===== src/rtl/spi_bist_pkg.sv =====
package spi_bist_pkg;
  localparam int BYTE_W      = 8;
  localparam int FRAME_BYTES = 3;
  localparam int RX_W        = BYTE_W * FRAME_BYTES;
  localparam logic [BYTE_W-1:0] PRBS_SEED = 8'h01;
  // taps for x^8+x^6+x^5+x^4+1, left-shifting Fibonacci form
  localparam logic [BYTE_W-1:0] PRBS_TAPS = 8'b1011_1000;

  typedef enum logic [1:0] {
    ST_IDLE,
    ST_SETTLE,
    ST_SHIFT,
    ST_TAIL
  } xfer_st_t;
endpackage


===== src/rtl/spi_bist_lfsr.sv =====
module spi_bist_lfsr #(
  parameter int W = 8,
  parameter logic [W-1:0] SEED = '1,
  parameter logic [W-1:0] TAPS = '1
) (
  input  logic         clk,
  input  logic         rst_n,
  input  logic         load,
  input  logic         step,
  output logic [W-1:0] cur,
  output logic [W-1:0] nxt
);
  logic [W-1:0] state_d;

  assign nxt = {cur[W-2:0], ^(cur & TAPS)};

  always_comb begin
    state_d = cur;
    if (load)      state_d = SEED;
    else if (step) state_d = nxt;
  end

  always_ff @(posedge clk or negedge rst_n) begin
    if (!rst_n) cur <= SEED;
    else        cur <= state_d;
  end
endmodule


===== src/rtl/spi_bist_cmp.sv =====
module spi_bist_cmp #(
  parameter int W  = 8,
  parameter int CW = 8
) (
  input  logic          clk,
  input  logic          rst_n,
  input  logic          clr,
  input  logic          check,
  input  logic [W-1:0]  sent,
  input  logic [W-1:0]  got,
  output logic [CW-1:0] errs
);
  logic [CW-1:0] errs_d;

  always_comb begin
    errs_d = errs;
    if (clr)                        errs_d = '0;
    else if (check && (sent != got)) errs_d = errs + CW'(1);
  end

  always_ff @(posedge clk or negedge rst_n) begin
    if (!rst_n) errs <= '0;
    else        errs <= errs_d;
  end
endmodule


===== src/rtl/spi_bist_master.sv =====
module spi_bist_master
  import spi_bist_pkg::*;
#(
  parameter int DIV    = 2,
  parameter int SETTLE = 3,
  parameter int CNT_W  = 8
) (
  input  logic             clk,
  input  logic             rst_n,
  input  logic             start,
  input  logic [1:0]       mode,
  input  logic [7:0]       ctrl_byte,
  input  logic [7:0]       addr_byte,
  input  logic [7:0]       data_byte,
  input  logic [CNT_W-1:0] pat_count,
  output logic             busy,
  output logic             done,
  output logic [23:0]      rx_frame,
  output logic             sclk,
  output logic             mosi,
  input  logic             miso,
  output logic             ss_n,
  output logic             pass,
  output logic [CNT_W-1:0] err_count
);
  localparam int CMAX = (DIV > SETTLE) ? DIV : SETTLE;
  localparam int CW   = $clog2(CMAX + 1);
  localparam logic [CW-1:0] HALF_LAST   = CW'(DIV - 1);
  localparam logic [CW-1:0] SETTLE_LAST = CW'(SETTLE - 1);

  // reset: asynchronous assert, synchronous release
  logic [1:0] rst_pipe;
  logic       rst_ni;
  always_ff @(posedge clk or negedge rst_n) begin
    if (!rst_n) rst_pipe <= '0;
    else        rst_pipe <= {rst_pipe[0], 1'b1};
  end
  assign rst_ni = rst_pipe[1];

  xfer_st_t          st_q, st_d;
  logic [CW-1:0]     cnt_q, cnt_d;
  logic [2:0]        bit_q, bit_d;
  logic [CNT_W-1:0]  byte_q, byte_d, last_q, last_d;
  logic [1:0]        mode_q, mode_d;
  logic              sclk_q, sclk_d, ss_q, ss_d, busy_q, busy_d;
  logic              done_q, done_d, pass_q, pass_d;
  logic [BYTE_W-1:0] tx_sh_q, tx_sh_d, tx_byte_q, tx_byte_d, addr_q, addr_d, data_q, data_d;
  logic [RX_W-1:0]   rx_q, rx_d;

  logic              test_q, test_req, accept, half_end, rise, fall, byte_end, frame_end, miso_in;
  logic [BYTE_W-1:0] next_byte, prbs_cur, prbs_nxt;

  assign test_q    = |mode_q;
  assign test_req  = |mode;
  assign accept    = (st_q == ST_IDLE) && start;
  assign half_end  = (cnt_q == HALF_LAST);
  assign rise      = (st_q == ST_SHIFT) && half_end && !sclk_q;
  assign fall      = (st_q == ST_SHIFT) && half_end && sclk_q;
  assign byte_end  = fall && (bit_q == 3'd7);
  assign frame_end = byte_end && (byte_q == last_q);
  assign miso_in   = mode_q[0] ? tx_sh_q[BYTE_W-1] : miso;

  always_comb begin
    if (test_q)                  next_byte = prbs_nxt;
    else if (byte_q == '0)       next_byte = addr_q;
    else                         next_byte = data_q;
  end

  spi_bist_lfsr #(.W(BYTE_W), .SEED(PRBS_SEED), .TAPS(PRBS_TAPS)) u_prbs (
    .clk  (clk),
    .rst_n(rst_ni),
    .load (accept && test_req),
    .step (byte_end && !frame_end && test_q),
    .cur  (prbs_cur),
    .nxt  (prbs_nxt)
  );

  spi_bist_cmp #(.W(BYTE_W), .CW(CNT_W)) u_cmp (
    .clk  (clk),
    .rst_n(rst_ni),
    .clr  (accept && test_req),
    .check(rise && (bit_q == 3'd7) && test_q),
    .sent (tx_byte_q),
    .got  ({rx_q[BYTE_W-2:0], miso_in}),
    .errs (err_count)
  );

  always_comb begin
    st_d = st_q;  cnt_d = cnt_q;  bit_d = bit_q;  byte_d = byte_q;  last_d = last_q;
    mode_d = mode_q;  sclk_d = sclk_q;  ss_d = ss_q;  busy_d = busy_q;
    done_d = 1'b0;  pass_d = pass_q;  tx_sh_d = tx_sh_q;  tx_byte_d = tx_byte_q;
    addr_d = addr_q;  data_d = data_q;  rx_d = rx_q;
    unique case (st_q)
      ST_IDLE: if (start) begin
        if (test_req && (pat_count == '0)) begin
          done_d = 1'b1;
          pass_d = 1'b1;
        end else begin
          st_d      = ST_SETTLE;
          cnt_d     = '0;
          ss_d      = 1'b0;
          busy_d    = 1'b1;
          mode_d    = mode;
          bit_d     = '0;
          byte_d    = '0;
          last_d    = test_req ? pat_count - CNT_W'(1) : CNT_W'(FRAME_BYTES - 1);
          tx_sh_d   = test_req ? prbs_cur_seed() : ctrl_byte;
          tx_byte_d = tx_sh_d;
          addr_d    = addr_byte;
          data_d    = data_byte;
          if (test_req) pass_d = 1'b0;
        end
      end
      ST_SETTLE: begin
        if (cnt_q == SETTLE_LAST) begin
          st_d  = ST_SHIFT;
          cnt_d = '0;
        end else begin
          cnt_d = cnt_q + CW'(1);
        end
      end
      ST_SHIFT: begin
        if (half_end) begin
          cnt_d  = '0;
          sclk_d = !sclk_q;
          if (rise) rx_d = {rx_q[RX_W-2:0], miso_in};
          if (fall) begin
            if (bit_q == 3'd7) begin
              bit_d = '0;
              if (frame_end) begin
                st_d = ST_TAIL;
              end else begin
                byte_d    = byte_q + CNT_W'(1);
                tx_sh_d   = next_byte;
                tx_byte_d = next_byte;
              end
            end else begin
              bit_d   = bit_q + 3'd1;
              tx_sh_d = {tx_sh_q[BYTE_W-2:0], 1'b0};
            end
          end
        end else begin
          cnt_d = cnt_q + CW'(1);
        end
      end
      ST_TAIL: begin
        if (half_end) begin
          st_d   = ST_IDLE;
          cnt_d  = '0;
          ss_d   = 1'b1;
          busy_d = 1'b0;
          done_d = 1'b1;
          if (test_q) pass_d = (err_count == '0);
        end else begin
          cnt_d = cnt_q + CW'(1);
        end
      end
      default: st_d = ST_IDLE;
    endcase
  end

  function automatic logic [BYTE_W-1:0] prbs_cur_seed();
    return PRBS_SEED;
  endfunction

  always_ff @(posedge clk or negedge rst_ni) begin
    if (!rst_ni) begin
      st_q <= ST_IDLE;  cnt_q <= '0;  bit_q <= '0;  byte_q <= '0;  last_q <= '0;
      mode_q <= '0;  sclk_q <= 1'b0;  ss_q <= 1'b1;  busy_q <= 1'b0;
      done_q <= 1'b0;  pass_q <= 1'b0;  tx_sh_q <= '0;  tx_byte_q <= '0;
      addr_q <= '0;  data_q <= '0;  rx_q <= '0;
    end else begin
      st_q <= st_d;  cnt_q <= cnt_d;  bit_q <= bit_d;  byte_q <= byte_d;  last_q <= last_d;
      mode_q <= mode_d;  sclk_q <= sclk_d;  ss_q <= ss_d;  busy_q <= busy_d;
      done_q <= done_d;  pass_q <= pass_d;  tx_sh_q <= tx_sh_d;  tx_byte_q <= tx_byte_d;
      addr_q <= addr_d;  data_q <= data_d;  rx_q <= rx_d;
    end
  end

  assign busy     = busy_q;
  assign done     = done_q;
  assign rx_frame = rx_q;
  assign sclk     = sclk_q;
  assign mosi     = tx_sh_q[BYTE_W-1];
  assign ss_n     = ss_q;
  assign pass     = pass_q;
endmodule


===== config.mk =====
export PLATFORM = sky130hd
export DESIGN_NAME = spi_bist_master
export DESIGN_NICKNAME = d
export VERILOG_FILES = /design/src/rtl/spi_bist_pkg.sv /design/src/rtl/spi_bist_lfsr.sv /design/src/rtl/spi_bist_cmp.sv /design/src/rtl/spi_bist_master.sv
export SDC_FILE = /design/constraint.sdc
export NUM_CORES = 1
export LEC_CHECK = 0
export ABC_AREA = 0
export CORE_UTILIZATION = 55
export CTS_CLUSTER_DIAMETER = 60
export DETAILED_ROUTE_END_ITERATION = 6
export MAX_ROUTING_LAYER = met4
export PLACE_DENSITY = 0.87
export SLEW_MARGIN = 20
export SYNTH_ARGS = -nofsm -noshare
export SYNTH_HDL_FRONTEND = slang
export SYNTH_HIERARCHICAL = 1
export SYNTH_SLANG_ARGS = --single-unit

===== constraint.sdc =====
create_clock -name clk -period 3.42 [get_ports clk]
set_input_delay 0.513 -clock clk [delete_from_list [all_inputs] [get_ports clk]]
set_output_delay 0.513 -clock clk [all_outputs]
set_load 0.01 [all_outputs]

==> results of run 1 <==
[worst paths after layout]
kind                               from          end  slack, ns  cells after the start
setup / recovery           pat_count[0]   tx_sh_q[7]       0.60                      8
hold / removal                    rst_n  rst_pipe[1]       0.28                      1
setup reg to reg                st_q[0]   tx_sh_q[7]       0.71                      7
hold reg to reg             rst_pipe[1]  rx_frame[9]       0.34                      0
max in group asynchronous   rst_pipe[1]      st_q[0]       2.23                      2
min in group clk            rst_pipe[0]  rst_pipe[1]       0.37                      0
[worst max-delay path, delay by kind of cell]
| family | cells | cell delay [ns] |
|---|---|---|
| multiplexers | 1 | 0.40 |
| adder cells (fa/ha/maj) | 1 | 0.23 |
| AND/OR/NAND/NOR | 2 | 0.90 |
| buffers and inverters | 2 | 0.51 |
| AO/OA/AOI/OAI | 2 | 0.53 |
[registers in the layout (all words and copies together) (netlist names)]
name	flops
u_cmp/errs	8
rst_pipe	2
u_prbs/cur	8
byte_q	8
last_q	8
addr_q	8
busy	1
bit_q	3
tx_byte_q	8
sclk	1
done	1
data_q	8
st_q	2
rx_frame	24
tx_sh_q	8
mode_q	2
cnt_q	2
pass	1
ss_n	1
[layer usage]
metal  global-route usage [%]  vias to the layer above  wire length, um
met4                     11.4                        0              350
met1                     35.8                     2134             5570
met2                     42.2                      181             6180
met5                        -                        -                0
met3                     3.63                       30              759
li1                         -                     2069                -
[final cells by class]
class | instances | area (um^2)
repair buffers | 85 | 846
clock inverters | 7 | 72.6
multi-input cells | 404 | 2720
clock buffers | 9 | 124
inverters | 10 | 37.5
well taps | 133 | 166
flip-flops and latches | 104 | 2610
fillers | 756 | 3200
[cell families after synthesis]
| family | synth area share, % |
|---|---|
| flip-flops | 47.0 |
| multiplexers | 11.9 |
| AO/OA/AOI/OAI | 12.7 |
| other | 0.0677 |
| buffers and inverters | 3.97 |
| adder cells (fa/ha/maj) | 2.48 |
| AND/OR/NAND/NOR | 17.9 |
| XOR/XNOR | 3.95 |
[stage by stage]
| step | worst slack, ns | power (uW) | util [%] | std cells |
|---|---|---|---|---|
| finish | 0.602 | 4620 | 67.2 | 752 |
| global route | 0.373 | 4930 | 67.2 | 752 |
| CTS | 0.644 | 4610 | 67.2 | 752 |
| detailed placement | 0.242 | 3840 | 65.2 | 736 |
| global placement | 0.305 | 3730 | 65.0 | 735 |
| floorplan | 0.312 | 3280 | - | 552 |
[power groups by stage]
stage	combinational [uW]	sequential (uW)	clock (uW)
final	1940	1930	757
after global routing	2130	1970	829
after CTS	1910	1930	770
after detailed placement	1890	1950	0
after global placement	1790	1930	0
after floorplan	1410	1860	0
[cell usage in the layout (no fill, tap or decap), types with 4 or more instances in the layout]
cell	count
sky130_fd_sc_hd__dfrtp_1	101
sky130_fd_sc_hd__ha_1	11
sky130_fd_sc_hd__nor4_1	4
sky130_fd_sc_hd__nor2_1	29
sky130_fd_sc_hd__clkbuf_8	9
sky130_fd_sc_hd__nor3_1	6
sky130_fd_sc_hd__nand2b_1	5
sky130_fd_sc_hd__o21ai_0	32
sky130_fd_sc_hd__a21oi_1	21
sky130_fd_sc_hd__a31oi_1	5
sky130_fd_sc_hd__inv_1	10
sky130_fd_sc_hd__nand2_1	102
sky130_fd_sc_hd__xnor2_1	14
sky130_fd_sc_hd__or4_1	4
sky130_fd_sc_hd__nand4_1	5
sky130_fd_sc_hd__a222oi_1	5
sky130_fd_sc_hd__o22a_1	5
sky130_fd_sc_hd__mux2_1	8
sky130_fd_sc_hd__mux2_2	34
sky130_fd_sc_hd__nor2b_1	9
sky130_fd_sc_hd__mux2i_1	14
sky130_fd_sc_hd__clkdlybuf4s50_1	75
sky130_fd_sc_hd__xor2_1	11
sky130_fd_sc_hd__buf_4	9
sky130_fd_sc_hd__nand3_1	10
sky130_fd_sc_hd__o31ai_1	8
==> results.rst, run 1 <==
.. list-table::
   :header-rows: 1

   * - Metric
     - Value
   * - Run status
     - completed
   * - Clock tree from TritonCTS
     - done
   * - Share of power burned in registers
     - between 40% and 50%
   * - Part of the total power dissipated in the clock network
     - between 15 and 20%
   * - Via Count
     - 4414
   * - Cell chosen for the clock root
     - sky130_fd_sc_hd__clkbuf_8
   * - Post-route clock period utilization
     - between 80% and 90%
   * - Cell area reported after detailed placement
     - 6380 um^2
   * - Final Hold Viols
     - 0
   * - Number of cell rows
     - 36
   * - Area Growth Syn to Fin
     - 18.6%
   * - Mapped cell area
     - roughly 5500 um^2
   * - IO Pins
     - 76
   * - Count of final setup violators
     - 0
   * - Post-Syn Area per Cell
     - 10.0 um^2
   * - Headroom to the max-slew limit
     - around 32%
   * - Yosys reg bits
     - ~100
   * - Comb pwr share
     - between 40% and 50%
   * - Fraction of post-synthesis cell area in the top cell type by area
     - a little under half
   * - Cts bufs inserted
     - 9
   * - Clk_skew
     - 0.0149 ns
   * - IR drop worst, VDD
     - about 0.41 mV
   * - Routed vias/inst
     - 5.87
   * - Hold bufs inserted after CTS
     - 0
   * - Worst Hold Slack
     - roughly 0.28 ns
   * - Weighted congestion at the end of routability-driven global placement
     - roughly 0.96
   * - DR DRC count
     - 0
   * - Maximum fanout along the worst path
     - 15
   * - Min-delay worst type
     - in2async
   * - Residual overflow from global routing
     - 0
   * - Starting Density
     - 56.7%
   * - Required time worst endpoint
     - roughly 3.7 ns
   * - Top FF cell, synth
     - sky130_fd_sc_hd__dfrtp_1
   * - Nets@finish
     - around 660
   * - Post-Syn Instances
     - ~550
   * - Detailed-route wire length
     - 12.9 mm
   * - Most used standard cells in the synthesized netlist
     - 102 x sky130_fd_sc_hd__dfrtp_1, 102 x sky130_fd_sc_hd__nand2_1, 34 x sky130_fd_sc_hd__mux2_2
   * - HPWL Detailed
     - 9.32 mm
   * - Cell-by-cell trace of the critical path
     - clkdlybuf4s50_1, inv_1, ha_1, nor3b_2, a41o_1, a21o_1, or2_1, mux2_2
   * - Power density over the cells
     - ~700 nW/um^2
   * - Fraction of the yosys area taken by sequential cells
     - between 40% and 50%
   * - Residual antenna-violating net count after detailed routing
     - 0
   * - Gates resized, CTS repair
     - 0
   * - Max-cap check violation count
     - 0
   * - Wire length of the first global-routing pass
     - about 21 mm
   * - Slowest stage cell on the critical path
     - sky130_fd_sc_hd__or2_1
   * - Clock latency reported for the late side of the worst-skew pair
     - between 0.3 and 0.4 ns
   * - Delay of the slowest critical-path stage
     - 0.56 ns
   * - Die boundary width
     - 102 um
   * - Yosys top cell by area
     - sky130_fd_sc_hd__dfrtp_1
   * - Clk sink count
     - approximately 100
   * - Number of H-tree levels
     - 3
   * - Post-CTS setup-driven buffer insertion count
     - 0
   * - Crit path launch type
     - input port
   * - Maximum number of buffers from clock root to sink
     - 2
   * - Final design instance area without fill
     - 6570 um^2
   * - Internal Dissipation
     - between 2000 and 3000 uW
   * - Most area-consuming cells after synthesis
     - sky130_fd_sc_hd__dfrtp_1 46%, sky130_fd_sc_hd__nand2_1 6.9%, sky130_fd_sc_hd__mux2_2 6.9%, sky130_fd_sc_hd__o21ai_0 2.9%, sky130_fd_sc_hd__mux2i_1 2.5%
   * - Post-synth net total
     - ~600
   * - Max-slew violation count
     - 0
   * - Type of the setup path with the least slack
     - in2reg
   * - Die Span Y
     - 102 um
   * - Area enclosed by the die boundary
     - around 10000 um^2
   * - Clock transition at the registers of the reported paths
     - roughly 0.11 ns
   * - Number of port buffers
     - 75
   * - Unrepaired setup endpoints after global routing
     - no
   * - Number of diodes
     - 0
   * - Pin count of the biggest net entering global routing
     - 53
   * - Least-Margin Pin Slew
     - 1.02 ns
   * - Aggregate negative setup slack
     - 0 ns
   * - Total Routing Usage GR
     - a little over a quarter
   * - Endpoint type of the worst setup path
     - register
   * - Proportion of register bits with asynchronous set or reset after synthesis
     - 100%
   * - Endpoint arrival time on the critical path
     - 3.08 ns
   * - Count of cell types in the netlist
     - 65
   * - Number of antenna violations at the first check in global routing
     - 0
   * - Via count of the first global-routing pass
     - 4237
   * - Fraction of power spent switching nets
     - 41.0%
   * - Pleak
     - between 0.002 and 0.003 uW
   * - Router iterations before antenna repair
     - 7
   * - Switching pwr
     - around 1900 uW
   * - Final critical path time including I/O delays and setup
     - roughly 2.8 ns
   * - Count of routing violations after the opening detailed-route iteration
     - approximately 310
   * - Area inside the core boundary
     - approximately 9800 um^2
   * - Number of warnings reported in the yosys synthesis log
     - 6
   * - Timing-limited maximum frequency
     - approximately 350 MHz
   * - Ratio of cells with drive above 1 in the final layout
     - between 10% and 20%
   * - Routed wire per std cell
     - between 15 and 20 um
   * - Number of synthesized flops with an enable pin
     - 0
Power figures use the tool's default switching activity.
==> run 2: changes to the inputs <==
clock period = 2.9 ns   (was 3.42 ns; I/O delays follow)
==> results.rst, run 2 (synthesis results as in run 1) <==
.. list-table::
   :header-rows: 1

   * - Metric
     - Value
   * - Internal Dissipation
     - about 3300 uW
   * - Flop-to-flop setup slack
     - around 0.25 ns
   * - Residual overflow from global routing
     - 0
   * - Unrepaired setup endpoints after global routing
     - no
   * - Weighted congestion at the end of routability-driven global placement
     - between 0.9 and 1
   * - Run status
     - complete, but fails checks
   * - Number of H-tree levels
     - 3
   * - Most common cell after layout, fill and taps aside
     - sky130_fd_sc_hd__nand2_1
   * - Die boundary width
     - 102 um
   * - IR drop worst, VDD
     - about 0.38 mV
   * - Headroom to the max-slew limit
     - 46.8%
   * - Count of routing violations after the opening detailed-route iteration
     - roughly 290
   * - Final Hold Viols
     - 0
   * - Required time worst endpoint
     - 3.16 ns
   * - Number of port buffers
     - 75
   * - Die Span Y
     - between 100 and 150 um
   * - Area enclosed by the die boundary
     - around 10000 um^2
   * - Max-slew violation count
     - 0
   * - Worst flop-to-flop path startpoint
     - st_q[0]
   * - Endpoint of the lowest-slack register-to-register path
     - tx_sh_q[3]
   * - Pleak
     - just under 0.003 uW
   * - Residual antenna-violating net count after detailed routing
     - 0
   * - Type of the setup path with the least slack
     - reg2reg
   * - Total Routing Usage GR
     - a little over a quarter
   * - HPWL Detailed
     - around 9.4 mm
   * - Part of the total power dissipated in the clock network
     - 16.1%
   * - Cell chosen for the clock root
     - sky130_fd_sc_hd__clkbuf_8
   * - Fraction of power spent switching nets
     - 40.7%
   * - DR DRC count
     - 6
   * - Gates resized, CTS repair
     - 0
   * - Comb pwr share
     - a little over two fifths
   * - Least-Margin Pin Slew
     - 0.799 ns
   * - Most frequent cells in the layout
     - 102 x sky130_fd_sc_hd__nand2_1, 101 x sky130_fd_sc_hd__dfrtp_1, 75 x sky130_fd_sc_hd__clkdlybuf4s50_1
   * - Clk_skew
     - around 0.012 ns
   * - Violated checks
     - DRC
   * - Switching pwr
     - around 2200 uW
   * - Number of diodes
     - 0
   * - Clk sink count
     - about 100
   * - Endpoint arrival time on the critical path
     - 2.91 ns
   * - Ratio of cells with drive above 1 in the final layout
     - around 14%
   * - Crit path launch type
     - register
   * - Worst Hold Slack
     - between 0.2 and 0.25 ns
   * - Post-CTS setup-driven buffer insertion count
     - 0
   * - End of the critical path
     - tx_sh_q[3]
   * - Clock tree from TritonCTS
     - done
   * - Nets@finish
     - approximately 670
   * - Hold bufs inserted after CTS
     - 0
   * - Via Count
     - ~4500
   * - Worst r2r path cells
     - 7
   * - Maximum fanout along the worst path
     - 15
   * - Via count of the first global-routing pass
     - between 4000 and 5000
   * - Share of power burned in registers
     - 41.2%
   * - Number of flip-flops under the largest register name
     - 24
   * - Routed vias/inst
     - about 5.9
   * - Wire length of the first global-routing pass
     - 21.4 mm
   * - Routed wire per std cell
     - roughly 17 um
   * - Launching instance or port of the critical path
     - st_q[0]
   * - Starting Density
     - between 50% and 60%
   * - Power density over the cells
     - ~830 nW/um^2
   * - Pin count of the biggest net entering global routing
     - 80
   * - Min-delay worst type
     - in2async
   * - Endpoint type of the worst setup path
     - register
   * - Clock transition at the registers of the reported paths
     - between 0.1 and 0.15 ns
   * - Final design instance area without fill
     - between 6000 and 7000 um^2
   * - Clock latency reported for the late side of the worst-skew pair
     - roughly 0.37 ns
   * - Area inside the core boundary
     - around 9800 um^2
   * - Post-route clock period utilization
     - 91.3%
   * - IO Pins
     - 76
   * - Max-cap check violation count
     - 0
   * - Number of cell rows
     - 36
   * - Cell area reported after detailed placement
     - between 6000 and 7000 um^2
   * - Number of antenna violations at the first check in global routing
     - 0
   * - Timing-limited maximum frequency
     - 378 MHz
   * - Final critical path time including I/O delays and setup
     - roughly 2.6 ns
   * - Detailed-route wire length
     - roughly 13 mm
   * - Router iterations before antenna repair
     - 7
   * - Count of final setup violators
     - 0
   * - Maximum number of buffers from clock root to sink
     - 2
   * - Cts bufs inserted
     - 9
   * - Area Growth Syn to Fin
     - 19.4%
==> run 2: layout make-up <==
class	instances	area [um^2]
Multi-Input combinational cell	404	2720
Clock buffer	9	124
Timing Repair Buffer	93	898
Inverter	10	37.5
Clock inverter	7	61.3
Tap cell	133	166
Sequential cell	104	2610
Fill cell	759	3160
==> run 2: layer usage <==
metal	track usage, %	share of wire [%]	vias to the layer above
met4	11.2	2.4	0
met2	43.8	49	193
met5	-	0	-
met1	35.2	42	2182
li1	-	-	2080
met3	4.04	5.8	32
==> run 2: power by group through the flow <==
stage | Combinational (uW) | Sequential (uW) | Clock, uW
after global routing | 2570 | 2310 | 954
after global placement | 2220 | 2260 | 0
after detailed placement | 2310 | 2280 | 0
after CTS | 2330 | 2250 | 891
after floorplan | 1670 | 2200 | 0
final | 2340 | 2260 | 886
==> run 2: how the worst min path moves through the flow <==
stage	depth (start not counted)	from	to	slack, ns
6_report	1	rst_n	rst_pipe[1]	0.20
5_1_grt	1	rst_n	rst_pipe[1]	0.18
4_1_cts	1	rst_n	rst_pipe[1]	0.20
3_5_place_dp	0	rst_pipe[1]	rx_frame[9]	0.24
3_3_place_gp	0	rst_pipe[1]	rx_frame[8]	0.23
2_1_floorplan	0	rst_n	rst_pipe[0]	0.14
==> run 2: worst max-delay path, stage by stage (launching register included) <==
cell	delay, ns
sky130_fd_sc_hd__dfrtp_1	0.43
sky130_fd_sc_hd__inv_1	0.12
sky130_fd_sc_hd__ha_1	0.43
sky130_fd_sc_hd__inv_1	0.24
sky130_fd_sc_hd__nand2_1	0.16
sky130_fd_sc_hd__a21o_1	0.17
sky130_fd_sc_hd__or2_1	0.57
sky130_fd_sc_hd__mux2_2	0.41
==> run 2: through the flow <==
step                instances  setup WS [ns]  utilization, %  power, uW  setup TNS (ns)
global route              760         0.0897            67.7       5830               0
floorplan                 552          0.384               -       3860               0
global placement          744          0.118            65.8       4470               0
finish                    760          0.253            67.7       5480               0
CTS                       760          0.277            67.7       5470               0
detailed placement        744        -0.0168            65.8       4590         -0.0621
==> run 3: changes to the inputs <==
CORE_ASPECT_RATIO = 1.5   (was default)
==> results.rst, run 3 (synthesis results as in run 1) <==
.. list-table::
   :header-rows: 1

   * - Metric
     - Value
   * - Run status
     - complete, but fails checks
   * - Violated checks
     - DRC
   * - Unrepaired setup endpoints after global routing
     - no
   * - Area enclosed by the die boundary
     - 10500 um^2
   * - Sum of buffers and inverters on the critical path
     - 2
   * - Total Routing Usage GR
     - roughly 28%
   * - Number of H-tree levels
     - 3
   * - Switching pwr
     - 2270 uW
   * - Pleak
     - roughly 0.0030 uW
   * - Number of diodes
     - 0
   * - DR DRC count
     - 8
   * - Area inside the core boundary
     - slightly below 10000 um^2
   * - Part of the total power dissipated in the clock network
     - a little over a fifth
   * - Power density over the cells
     - 877 nW/um^2
   * - Router iterations before antenna repair
     - 7
   * - Slowest stage cell on the critical path
     - sky130_fd_sc_hd__or2_1
   * - Pin count of the biggest net entering global routing
     - 57
   * - Ratio of cells with drive above 1 in the final layout
     - around 14%
   * - Least-Margin Pin Slew
     - 0.818 ns
   * - Endpoint arrival time on the critical path
     - approximately 2.8 ns
   * - Fraction of power spent switching nets
     - around two fifths
   * - Number of port buffers
     - 75
   * - Type of the setup path with the least slack
     - in2reg
   * - Number of cell rows
     - 44
   * - Routed vias/inst
     - roughly 6
   * - Maximum fanout along the worst path
     - 15
   * - Number of flip-flops under the largest register name
     - 24
   * - Cell chosen for the clock root
     - sky130_fd_sc_hd__clkbuf_16
   * - Min-delay worst type
     - in2async
   * - Routed wire per std cell
     - roughly 18 um
   * - Die Span Y
     - around 120 um
   * - IO Pins
     - 76
   * - Via Count
     - between 4000 and 5000
   * - Aggregate negative setup slack
     - 0 ns
   * - Via count of the first global-routing pass
     - between 4000 and 5000
   * - Worst Hold Slack
     - 0.242 ns
   * - Clock tree from TritonCTS
     - done
   * - Weighted congestion at the end of routability-driven global placement
     - about 0.89
   * - Most frequent cells in the layout
     - 102 x sky130_fd_sc_hd__nand2_1, 101 x sky130_fd_sc_hd__dfrtp_1, 75 x sky130_fd_sc_hd__clkdlybuf4s50_1
   * - Die boundary width
     - approximately 84 um
   * - Post-route clock period utilization
     - 88.7%
   * - Crit path launch type
     - input port
   * - Detailed-route wire length
     - 13.2 mm
   * - Hold bufs inserted after CTS
     - 0
   * - Count of final setup violators
     - 0
   * - Clock transition at the registers of the reported paths
     - 0.07 ns
   * - Gates resized, CTS repair
     - 0
   * - Maximum number of buffers from clock root to sink
     - 2
   * - Number of antenna violations at the first check in global routing
     - 0
   * - Delay of the slowest critical-path stage
     - around 0.51 ns
   * - Family with the most delay on the worst path
     - simple AND/OR/NAND/NOR gates
   * - Headroom to the max-slew limit
     - around 45%
   * - Clock latency reported for the late side of the worst-skew pair
     - between 0.3 and 0.4 ns
   * - Post-CTS setup-driven buffer insertion count
     - 0
   * - Most common cell after layout, fill and taps aside
     - sky130_fd_sc_hd__nand2_1
   * - Residual antenna-violating net count after detailed routing
     - 0
   * - Starting Density
     - roughly 57%
   * - Endpoint type of the worst setup path
     - register
   * - Clk_skew
     - roughly 0.01 ns
   * - Wire length of the first global-routing pass
     - 22.4 mm
   * - IR drop worst, VDD
     - around 0.54 mV
   * - Cell-by-cell trace of the critical path
     - clkdlybuf4s50_1, inv_1, ha_1, nor3b_2, a41o_1, a21o_1, or2_1, mux2_2
   * - Required time worst endpoint
     - approximately 3.1 ns
   * - Residual overflow from global routing
     - 0
   * - Nets@finish
     - 675
   * - Max-slew violation count
     - 0
   * - HPWL Detailed
     - 9.72 mm
   * - Count of routing violations after the opening detailed-route iteration
     - between 300 and 400
   * - Cts bufs inserted
     - 9
   * - Share of power burned in registers
     - 38.4%
   * - Comb pwr share
     - between 40% and 50%
   * - Timing-limited maximum frequency
     - a little under 400 MHz
   * - Final Hold Viols
     - 0
   * - Max-cap check violation count
     - 0
   * - Internal Dissipation
     - about 3700 uW
   * - Clk sink count
     - between 100 and 150
   * - Overall power consumption
     - approximately 5900 uW
   * - Final critical path time including I/O delays and setup
     - approximately 2.6 ns
   * - Area Growth Syn to Fin
     - 21.9%
run 3: area by class of cell:
| class | instances | area [um^2] |
|---|---|---|
| Clock buffer | 10 | 239 |
| Fill cell | 717 | 2990 |
| Inverter | 10 | 37.5 |
| Sequential cell | 104 | 2610 |
| Multi-Input combinational cell | 404 | 2720 |
| Timing Repair Buffer | 97 | 928 |
| Tap cell | 115 | 144 |
| Clock inverter | 6 | 76.3 |
run 3: path summary, 6_finish.rpt:
path	startpoint	to	slack, ns	cells after the start
max	pat_count[0]	tx_sh_q[2]	0.33	8
min	rst_n	rst_pipe[1]	0.24	1
max reg2reg	byte_q[0]	tx_byte_q[1]	0.36	7
min reg2reg	rst_pipe[1]	addr_q[2]	0.34	0
max in group asynchronous	rst_pipe[1]	rx_frame[21]	1.84	1
min in group clk	rst_pipe[0]	rst_pipe[1]	0.37	0
run 3: worst register-to-register path, cell delays in order, from the launching register on:
cell	delay, ns
sky130_fd_sc_hd__dfrtp_1	0.45
sky130_fd_sc_hd__inv_1	0.16
sky130_fd_sc_hd__ha_1	0.18
sky130_fd_sc_hd__nor4b_4	0.40
sky130_fd_sc_hd__a21boi_0	0.18
sky130_fd_sc_hd__a311oi_1	0.49
sky130_fd_sc_hd__o21ai_0	0.24
sky130_fd_sc_hd__mux2_1	0.33
run 3: per-stage QoR:
| step | cells | cell area, um^2 | setup slack, ns | util (%) |
|---|---|---|---|---|
| floorplan | 552 | 5540 | 0.384 | - |
| global placement | 730 | 6440 | 0.119 | 66.1 |
| detailed placement | 730 | 6440 | -0.0179 | 66.1 |
| CTS | 746 | 6750 | 0.363 | 69.3 |
| global route | 746 | 6750 | 0.178 | 69.3 |
| finish | 746 | 6750 | 0.329 | 69.3 |
run 3: per-layer routing:
layer  global-route usage [%]  up-vias  routed length [um]
li1                         -     2095                   -
met1                     32.0     2246                5200
met2                     48.3      161                7020
met3                     3.18       47                 501
met4                     13.8        0                 493
met5                        -        -                   0
run 3: power by group through the flow:
stage                     clock, uW  combinational, uW  sequential, uW
after detailed placement          0               2340            2290
after global placement            0               2240            2260
after CTS                      1290               2350            2280
after global routing           1340               2590            2340
final                          1280               2370            2280
after floorplan                   0               1670            2200
